==> config.mk <==
export PLATFORM = sky130hd
export DESIGN_NAME = pwm10_gen
export DESIGN_NICKNAME = d
export VERILOG_FILES = /design/src/rtl/pwm10_pkg.sv /design/src/rtl/pwm10_regs.sv /design/src/rtl/pwm10_timebase.sv /design/src/rtl/pwm10_outstage.sv /design/src/rtl/pwm10_gen.sv
export SDC_FILE = /design/constraint.sdc
export NUM_CORES = 1
export LEC_CHECK = 0
export ABC_AREA = 1
export BUFFER_PORTS_ARGS = -buffer_cell sky130_fd_sc_hd__buf_2
export CAP_MARGIN = 30
export CORE_MARGIN = 10
export CORE_UTILIZATION = 43
export DETAILED_ROUTE_END_ITERATION = 16
export GPL_TIMING_DRIVEN = 0
export SLEW_MARGIN = 20
export SYNTH_ARGS = -nofsm -noshare
export SYNTH_HDL_FRONTEND = slang
export SYNTH_SLANG_ARGS = --single-unit
==> constraint.sdc <==
create_clock -name clk -period 3.9 [get_ports clk]
set_input_delay 0.585 -clock clk [delete_from_list [all_inputs] [get_ports clk]]
set_output_delay 0.585 -clock clk [all_outputs]
set_load 0.02 [all_outputs]
==> src/rtl/pwm10_pkg.sv <==
package pwm10_pkg;

  localparam int SUB_W = 6;

  typedef enum logic [1:0] {
    REG_PERIOD  = 2'd0,
    REG_DUTY_HI = 2'd1,
    REG_DUTY_LO = 2'd2,
    REG_PSEL    = 2'd3
  } reg_addr_e;

  // Last sub-count value of one timer step: 4 * prescale - 1 clocks.
  function automatic logic [SUB_W-1:0] sub_limit(input logic [1:0] psel);
    case (psel)
      2'b00:   sub_limit = 6'd3;
      2'b01:   sub_limit = 6'd15;
      default: sub_limit = 6'd63;
    endcase
  endfunction

  // Two fractional time-base bits: the top two bits of the sub-count.
  function automatic logic [1:0] ext_bits(input logic [1:0] psel,
                                          input logic [SUB_W-1:0] sub);
    case (psel)
      2'b00:   ext_bits = sub[1:0];
      2'b01:   ext_bits = sub[3:2];
      default: ext_bits = sub[5:4];
    endcase
  endfunction

endpackage

==> src/rtl/pwm10_regs.sv <==
module pwm10_regs
  import pwm10_pkg::*;
#(
  parameter int TMR_W = 8,
  localparam int DUTY_W = TMR_W + 2
) (
  input  logic              clk,
  input  logic              rst_n,
  input  logic              wr_en,
  input  logic [1:0]        wr_addr,
  input  logic [TMR_W-1:0]  wr_data,
  output logic [TMR_W-1:0]  period,
  output logic [DUTY_W-1:0] duty_buf,
  output logic [1:0]        psel,
  output logic              psel_wr
);

  logic [TMR_W-1:0] duty_hi;
  logic [1:0]       duty_lo;

  assign psel_wr  = wr_en && (wr_addr == REG_PSEL);
  assign duty_buf = {duty_hi, duty_lo};

  always_ff @(posedge clk or negedge rst_n) begin
    if (!rst_n) begin
      period  <= '0;
      duty_hi <= '0;
      duty_lo <= '0;
      psel    <= '0;
    end else if (wr_en) begin
      case (wr_addr)
        REG_PERIOD:  period  <= wr_data;
        REG_DUTY_HI: duty_hi <= wr_data;
        REG_DUTY_LO: duty_lo <= wr_data[1:0];
        default:     psel    <= wr_data[1:0];
      endcase
    end
  end

endmodule

==> src/rtl/pwm10_timebase.sv <==
module pwm10_timebase
  import pwm10_pkg::*;
#(
  parameter int TMR_W = 8,
  localparam int DUTY_W = TMR_W + 2
) (
  input  logic              clk,
  input  logic              rst_n,
  input  logic              en,
  input  logic [1:0]        psel,
  input  logic              psel_wr,
  input  logic [TMR_W-1:0]  period,
  output logic              wrap_evt,
  output logic [DUTY_W-1:0] nxt_tb
);

  logic [TMR_W-1:0] tmr, nxt_tmr;
  logic [SUB_W-1:0] sub, nxt_sub;
  logic             en_q;
  logic             start_evt, step_end, roll_evt;

  assign start_evt = en && !en_q;
  assign step_end  = (sub == sub_limit(psel));
  assign roll_evt  = en && en_q && !psel_wr && step_end && (tmr == period);
  assign wrap_evt  = start_evt || roll_evt;

  always_comb begin
    nxt_tmr = tmr;
    nxt_sub = sub + 1'b1;
    if (!en || start_evt) begin
      nxt_tmr = '0;
      nxt_sub = '0;
    end else if (psel_wr) begin
      nxt_sub = '0;
    end else if (step_end) begin
      nxt_sub = '0;
      nxt_tmr = roll_evt ? '0 : tmr + 1'b1;
    end
  end

  assign nxt_tb = {nxt_tmr, ext_bits(psel, nxt_sub)};

  always_ff @(posedge clk or negedge rst_n) begin
    if (!rst_n) begin
      tmr  <= '0;
      sub  <= '0;
      en_q <= 1'b0;
    end else begin
      tmr  <= nxt_tmr;
      sub  <= nxt_sub;
      en_q <= en;
    end
  end

  a_r1_wrap_restarts: assert property (@(posedge clk) disable iff (!rst_n)
    wrap_evt |=> (tmr == '0 && sub == '0));
  a_r2_sub_in_range: assert property (@(posedge clk) disable iff (!rst_n)
    sub <= sub_limit(psel));
  a_r7_idle_holds_timer: assert property (@(posedge clk) disable iff (!rst_n)
    !en |=> (tmr == '0 && sub == '0));

endmodule

==> src/rtl/pwm10_outstage.sv <==
module pwm10_outstage #(
  parameter int TMR_W = 8,
  localparam int DUTY_W = TMR_W + 2
) (
  input  logic              clk,
  input  logic              rst_n,
  input  logic              en,
  input  logic              wrap_evt,
  input  logic [DUTY_W-1:0] duty_buf,
  input  logic [DUTY_W-1:0] nxt_tb,
  output logic [DUTY_W-1:0] duty_act,
  output logic              pwm_out
);

  logic duty_zero, hit_evt;

  assign duty_zero = (duty_buf == '0);
  assign hit_evt   = (nxt_tb == duty_act);

  always_ff @(posedge clk or negedge rst_n) begin
    if (!rst_n) begin
      duty_act <= '0;
      pwm_out  <= 1'b0;
    end else begin
      if (!en || wrap_evt) duty_act <= duty_buf;
      if (!en)           pwm_out <= 1'b0;
      else if (wrap_evt) pwm_out <= !duty_zero;
      else if (hit_evt)  pwm_out <= 1'b0;
    end
  end

  a_r4_zero_duty_low: assert property (@(posedge clk) disable iff (!rst_n)
    (en && wrap_evt && duty_zero) |=> !pwm_out);
  a_r6_duty_held: assert property (@(posedge clk) disable iff (!rst_n)
    (en && !wrap_evt) |=> $stable(duty_act));
  a_r7_disable_low: assert property (@(posedge clk) disable iff (!rst_n)
    !en |=> !pwm_out);
  a_r1_period_start_high: assert property (@(posedge clk) disable iff (!rst_n)
    (en && wrap_evt && !duty_zero) |=> pwm_out);

endmodule

==> src/rtl/pwm10_gen.sv <==
module pwm10_gen
  import pwm10_pkg::*;
#(
  parameter int TMR_W = 8,
  localparam int DUTY_W = TMR_W + 2
) (
  input  logic              clk,
  input  logic              rst_n,
  input  logic              en,
  input  logic              wr_en,
  input  logic [1:0]        wr_addr,
  input  logic [TMR_W-1:0]  wr_data,
  output logic              pwm_out,
  output logic [DUTY_W-1:0] duty_active
);

  logic [TMR_W-1:0]  period;
  logic [DUTY_W-1:0] duty_buf;
  logic [DUTY_W-1:0] nxt_tb;
  logic [1:0]        psel;
  logic              psel_wr;
  logic              wrap_evt;

  pwm10_regs #(.TMR_W(TMR_W)) u_regs (
    .clk(clk), .rst_n(rst_n), .wr_en(wr_en), .wr_addr(wr_addr),
    .wr_data(wr_data), .period(period), .duty_buf(duty_buf),
    .psel(psel), .psel_wr(psel_wr)
  );

  pwm10_timebase #(.TMR_W(TMR_W)) u_tb (
    .clk(clk), .rst_n(rst_n), .en(en), .psel(psel), .psel_wr(psel_wr),
    .period(period), .wrap_evt(wrap_evt), .nxt_tb(nxt_tb)
  );

  pwm10_outstage #(.TMR_W(TMR_W)) u_out (
    .clk(clk), .rst_n(rst_n), .en(en), .wrap_evt(wrap_evt),
    .duty_buf(duty_buf), .nxt_tb(nxt_tb), .duty_act(duty_active),
    .pwm_out(pwm_out)
  );

endmodule

# ---- Word level (Yosys, flattened, before mapping)
# Index checks and enable logic that the tools add are counted.
dict set report totals {
  wordCells 53
  mem_count 0
  mem_bits_rw 0
  ff_bits 46
  latch_bits 0
  mem_bits_ro 0
}
dict set report classes {
  n_lt_le_gt_ge 0
  n_div 0
  reduce_logical 21
  mul 0
  bitwise_logic 1
  eq_ne 8
  n_addsub 2
  shift 0
  muxes 12
}
# op n
set ops {}
lappend ops {{8-bit 2-to-1 mux} 4}
lappend ops {{6-bit 2-to-1 mux} 3}
lappend ops {{6-bit one-hot mux with 2 select lines} 1}
lappend ops {{10-bit == test} 1}
lappend ops {{10-bit logical NOT} 1}
lappend ops {{8-bit by 1-bit adder with 8-bit output (second input constant)} 1}
lappend ops {{8-bit == test} 1}
lappend ops {{2-bit AND reduction} 4}
lappend ops {{6-bit by 1-bit adder with 6-bit output (second input constant)} 1}
lappend ops {{6-bit == test} 1}
lappend ops {{1-bit logical AND} 6}
lappend ops {{2-bit by 1-bit == test with 1-bit output (second input constant)} 2}
lappend ops {{2-bit == test (second input constant)} 2}
lappend ops {{1-bit logical NOT} 4}
lappend ops {{2-bit logical NOT} 2}
lappend ops {{2-bit one-hot mux with 2 select lines} 1}
lappend ops {{1-bit logical OR} 3}
lappend ops {{1-bit 2-to-1 mux} 3}
lappend ops {{3-bit by 1-bit inequality test with 1-bit output (second input constant)} 1}
lappend ops {{3-bit OR reduction} 1}
lappend ops {{1-bit inverter} 1}

# ---- Depth between registers and ports, before layout
dict set report logic_depth {
  ltp_word 14
  mapped_depth 17
  mapped_depth_nobuf 17
}

# ---- Modules after synthesis
# Synthesis repeated with hierarchy kept, for this count alone.
dict set report unflattened {
  hier_cells 316
  area_unflattened_um2 2504.9
}
# module cells_per_inst n_inst area_per_inst_um2
set by_module_without_submodules {}
lappend by_module_without_submodules {pwm10_timebase 145 1 1058.5}
lappend by_module_without_submodules {pwm10_regs 92 1 834.6}
lappend by_module_without_submodules {pwm10_outstage 79 1 611.8}

# ---- Worst setup path before layout
# Ideal clock, no wire load.
dict set report synth_path {
  kind {input-to-reg}
  startpoint {input en}
  endpoint {register u_out.pwm_out}
  slack_ns 2.069
  stages 13
  n_path_buf 0
  arrival_ns 1.713
  path_cell_list {nand2_2 > inv_2 > nand2_1 > inv_2 > nand2_1 > o21ai_1 > nand4_1 > nand2_1 > nand2_1 > nor2_1 > nand3_1 > nand3_1 > nand2_1}
}
dict set report synth_between {
  elab_chain_cells 10
}
# element line_no
set synth_rtl {}
lappend synth_rtl {{from (decl)} pwm10_gen.sv:9} ;# input logic en,
lappend synth_rtl {{1-bit logical AND (4 in series)} pwm10_timebase.sv:24} ;# assign roll_evt = en && en_q && !psel_wr && step_end && (tmr == period);
lappend synth_rtl {{8-bit 2-to-1 mux} pwm10_timebase.sv:37} ;# nxt_tmr = roll_evt ? '0 : tmr + 1'b1;
lappend synth_rtl {{8-bit 2-to-1 mux} pwm10_timebase.sv:35} ;# end else if (step_end) begin
lappend synth_rtl {{8-bit 2-to-1 mux} pwm10_timebase.sv:33} ;# end else if (psel_wr) begin
lappend synth_rtl {{8-bit 2-to-1 mux} pwm10_timebase.sv:30} ;# if (!en || start_evt) begin
lappend synth_rtl {{10-bit == test} pwm10_outstage.sv:18} ;# assign hit_evt = (nxt_tb == duty_act);
lappend synth_rtl {{3-bit by 1-bit inequality test with 1-bit output (no source line)} -}
lappend synth_rtl {{to (signal assigned)} pwm10_outstage.sv:27} ;# else if (wrap_evt) pwm_out <= !duty_zero;
lappend synth_rtl {{to (decl)} pwm10_outstage.sv:12} ;# output logic pwm_out
# Several ways; a longest one is shown, not always the timed one.
# A chain may end at the register's enable or synchronous reset.

# ---- Worst setup path after layout
dict set report layout_path {
  startpoint {register u_tb.sub[0]}
  endpoint {register u_out.pwm_out}
}
dict set report layout_between {
  elab_chain_cells 9
}
# element line_no
set layout_rtl {}
lappend layout_rtl {{from (decl)} pwm10_timebase.sv:18} ;# logic [SUB_W-1:0] sub, nxt_sub;
lappend layout_rtl {{from (signal assigned)} pwm10_timebase.sv:50} ;# sub <= nxt_sub;
lappend layout_rtl {{parallel branches: the longest is 9 deep, another holds 6-bit by 1-bit adder with 6-bit output} -}
# Parallel ways; which one is timed is not known.

==> flow_metrics.tcl <==
set metrics [dict create \
    status "finished, final reports clean" \
    fp.dieW_um 98.6 \
    layout.nets 432 \
    numCtsBuffers 5 \
    die_area_um2 9720 \
    leakagePower_nw 1.65 \
    slew_viol_final 0 \
    postCtsHoldBufs 0 \
    power_density_nw_per_um2 378 \
    clockBufferDepth 2 \
    ant_nets 0 \
    critPathMostFrequentCell "nand2_1" \
    critPathMaxFanout 8 \
    layout-drive-gt1-share 0.137 \
    ys_ff_latch 46 \
    hpwl_mm 5.06 \
    final_cell_mix "nand2_1 (130), inv_1 (58), dfrtp_1 (46), nand3_1 (34), o21ai_0 (33)" \
    hold_viol_final 0 \
    peakVddDrop_mv 0.227 \
    nFillCells 612 \
    antenna_found_initial 0 \
    num_io_pins 25 \
    ctsRootBufferMaster "clkbuf_8" \
    multi_input_area_um2 1220 \
    avgViaCountPerCell 4.85 \
    fin_util 0.501 \
    hold_path.class "in2async" \
    core-area_um2 5960 \
    postCtsSetupBuffers 0 \
    wl_mm 6.36 \
    grt_pass1_wl_mm 11.1 \
    tightest_slew_ns 0.417 \
    fmax_ghz 0.482 \
    worst-path-buf-inv 0 \
    finClkSkew_ns 0.00790 \
    slew_headroom 0.722 \
    yosys.area.top_type "dfrtp_1" \
    maxCapViolCount 0 \
    grt-ovfl-total 0 \
    synth_warnings 0 \
    critPathMaxStageDelay_ns 0.42 \
    critPathTopFamily "simple AND/OR/NAND/NOR gates" \
    post-place-ws_ns 1.49 \
    dr.pass1.iters 4 \
    grt_use_total 0.135 \
    synthTopCellsByArea "dfrtp_1 (43%), nand2_1 (18%), inv_1 (8.2%)" \
    startpoint_type "flop" \
    setup_violations 0 \
    via_count 2388 \
    io_buffers 24 \
    clock_sinks 46 \
    synth_top_area_share 0.433 \
    arrival_ns 2.29 \
    finalCritPeriodShare 0.532 \
    slowest_stage "dfrtp_1" \
    tns_ns 0 \
    dr.first_iter.drc_count 105 \
    drcViolationCount 0 \
    std_cell_rows 28 \
    yosysUniqueCellTypes 23 \
    area_growth_pct 12.3 \
    n_antenna_cell 0 \
    syn_area_um2 2660 \
    cp.required_ns 4.11 \
    p_total_mw 1.13 \
    die_h_um 98.6 \
    gp_congestion 0.878 \
    crit_type "reg2reg" \
    wl_per_cell_um 12.9 \
    clkTransAtPathRegs_ns 0.10 \
    cts_tree "yes" \
    period_needed_ns 2.07 \
    clkLatencyLatePin_ns 0.31 \
    syn_avg_cell_area_um2 6.92 \
    regArea_um2 1150 \
    synth_nets 400 \
    cts-resized-gates 0 \
    grt_pass1_vias 2350 \
    rsz0062_at_grt "false" \
    final_common_cell "nand2_1" \
    cp_cell_sequence "ha_1, nand2_1, nor2_2, nand2_2, nor2_1, nand2_1, nand2_1, nand2_1, nand2_1, nand2_1, nand2_1, nand2_1, nor2_1, nand3_1, nand3_1, nand2_1" \
    cp-end-kind "flop" \
    start_util 0.446 \
    setup_slack_ns 1.83 \
    grt_max_degree 32 \
    htree_levels 2 \
    synth_sequential_area_ratio 0.433 \
    postSynthCellCount 384 \
]
-- registers in the layout, indices dropped and copies added, names as in the netlist --
signal / cells
u_out.duty_act: 10
u_regs.duty_hi: 8
u_regs.period: 8
u_tb.tmr: 8
u_tb.sub: 6
u_regs.duty_lo: 2
u_regs.psel: 2
u_out.pwm_out: 1
u_tb.en_q: 1
-- routing by layer --
| metal | up-vias | part of all wire | wire length [µm] | track usage |
|---|---|---|---|---|
| li1 | 1277 | - | - | - |
| met1 | 1071 | 0.49 | 3100 | 0.185 |
| met2 | 40 | 0.48 | 3020 | 0.214 |
| met3 | 0 | 0.036 | 228 | 0.0251 |
| met4 | 0 | 0 | 0 | 0.0331 |
| met5 | - | 0 | 0 | 0 |
-- path summary, 6_finish.rpt --
path                                    from           endpoint  slack [ns]  depth (start not counted)
max                              u_tb.sub[0]      u_out.pwm_out        1.83                         16
min                                    rst_n  u_out.duty_act[1]        0.19                          1
max reg2reg                      u_tb.sub[0]      u_out.pwm_out        1.83                         16
min reg2reg                u_regs.duty_hi[4]  u_out.duty_act[6]        0.52                          2
max in group asynchronous              rst_n        u_tb.tmr[7]        3.22                          2
min in group clk                          en          u_tb.en_q        0.43                          1
-- report_power, final --
part | switching [mW] | total [mW] | internal, mW
Combinational | 0.153 | 0.239 | 0.0853
Clock | 0.182 | 0.312 | 0.130
Sequential | 0.0468 | 0.576 | 0.529
-- kinds of logic after synthesis --
group                      share of synthesized area
AOI/OAI and AO/OA                             0.0815
buffers and inverters                          0.106
and+or+nand+nor                                0.364
adders and majority gates                    0.00942
DFF                                            0.433
xor gates and xnor gates                     0.00660
-- per-stage QoR --
stage                     instance area (µm²)  hold WS (ns)  std cells
after detailed placement                 2890         0.502        484
final                                    2980         0.192        492
after global routing                     2980         0.213        492
after floorplan                          2660         0.289        384
after global placement                   2870         0.494        483
after CTS                                2980         0.211        492
-- layout make-up --
class	count	area share
multi-input combinational	268	0.410
sequential	46	0.386
inverter	63	0.0792
timing repair buffer	25	0.0470
tap	75	0.0314
clock buffer	5	0.0231
buffer	7	0.0147
clock inverter	3	0.00839
-- synthesized netlist by cell type, drive strengths merged --
library cell and count:
clkbuf 3, nand3 36, o21ai 37, xor2 2, nor3 2, nor2 35, ha 2, nand2 135
a21oi 4, inv 63, buf 4, o21bai 1, nand4 12, dfrtp 46, nor4 2
Note: power is estimated with default switching activity, not from simulation.
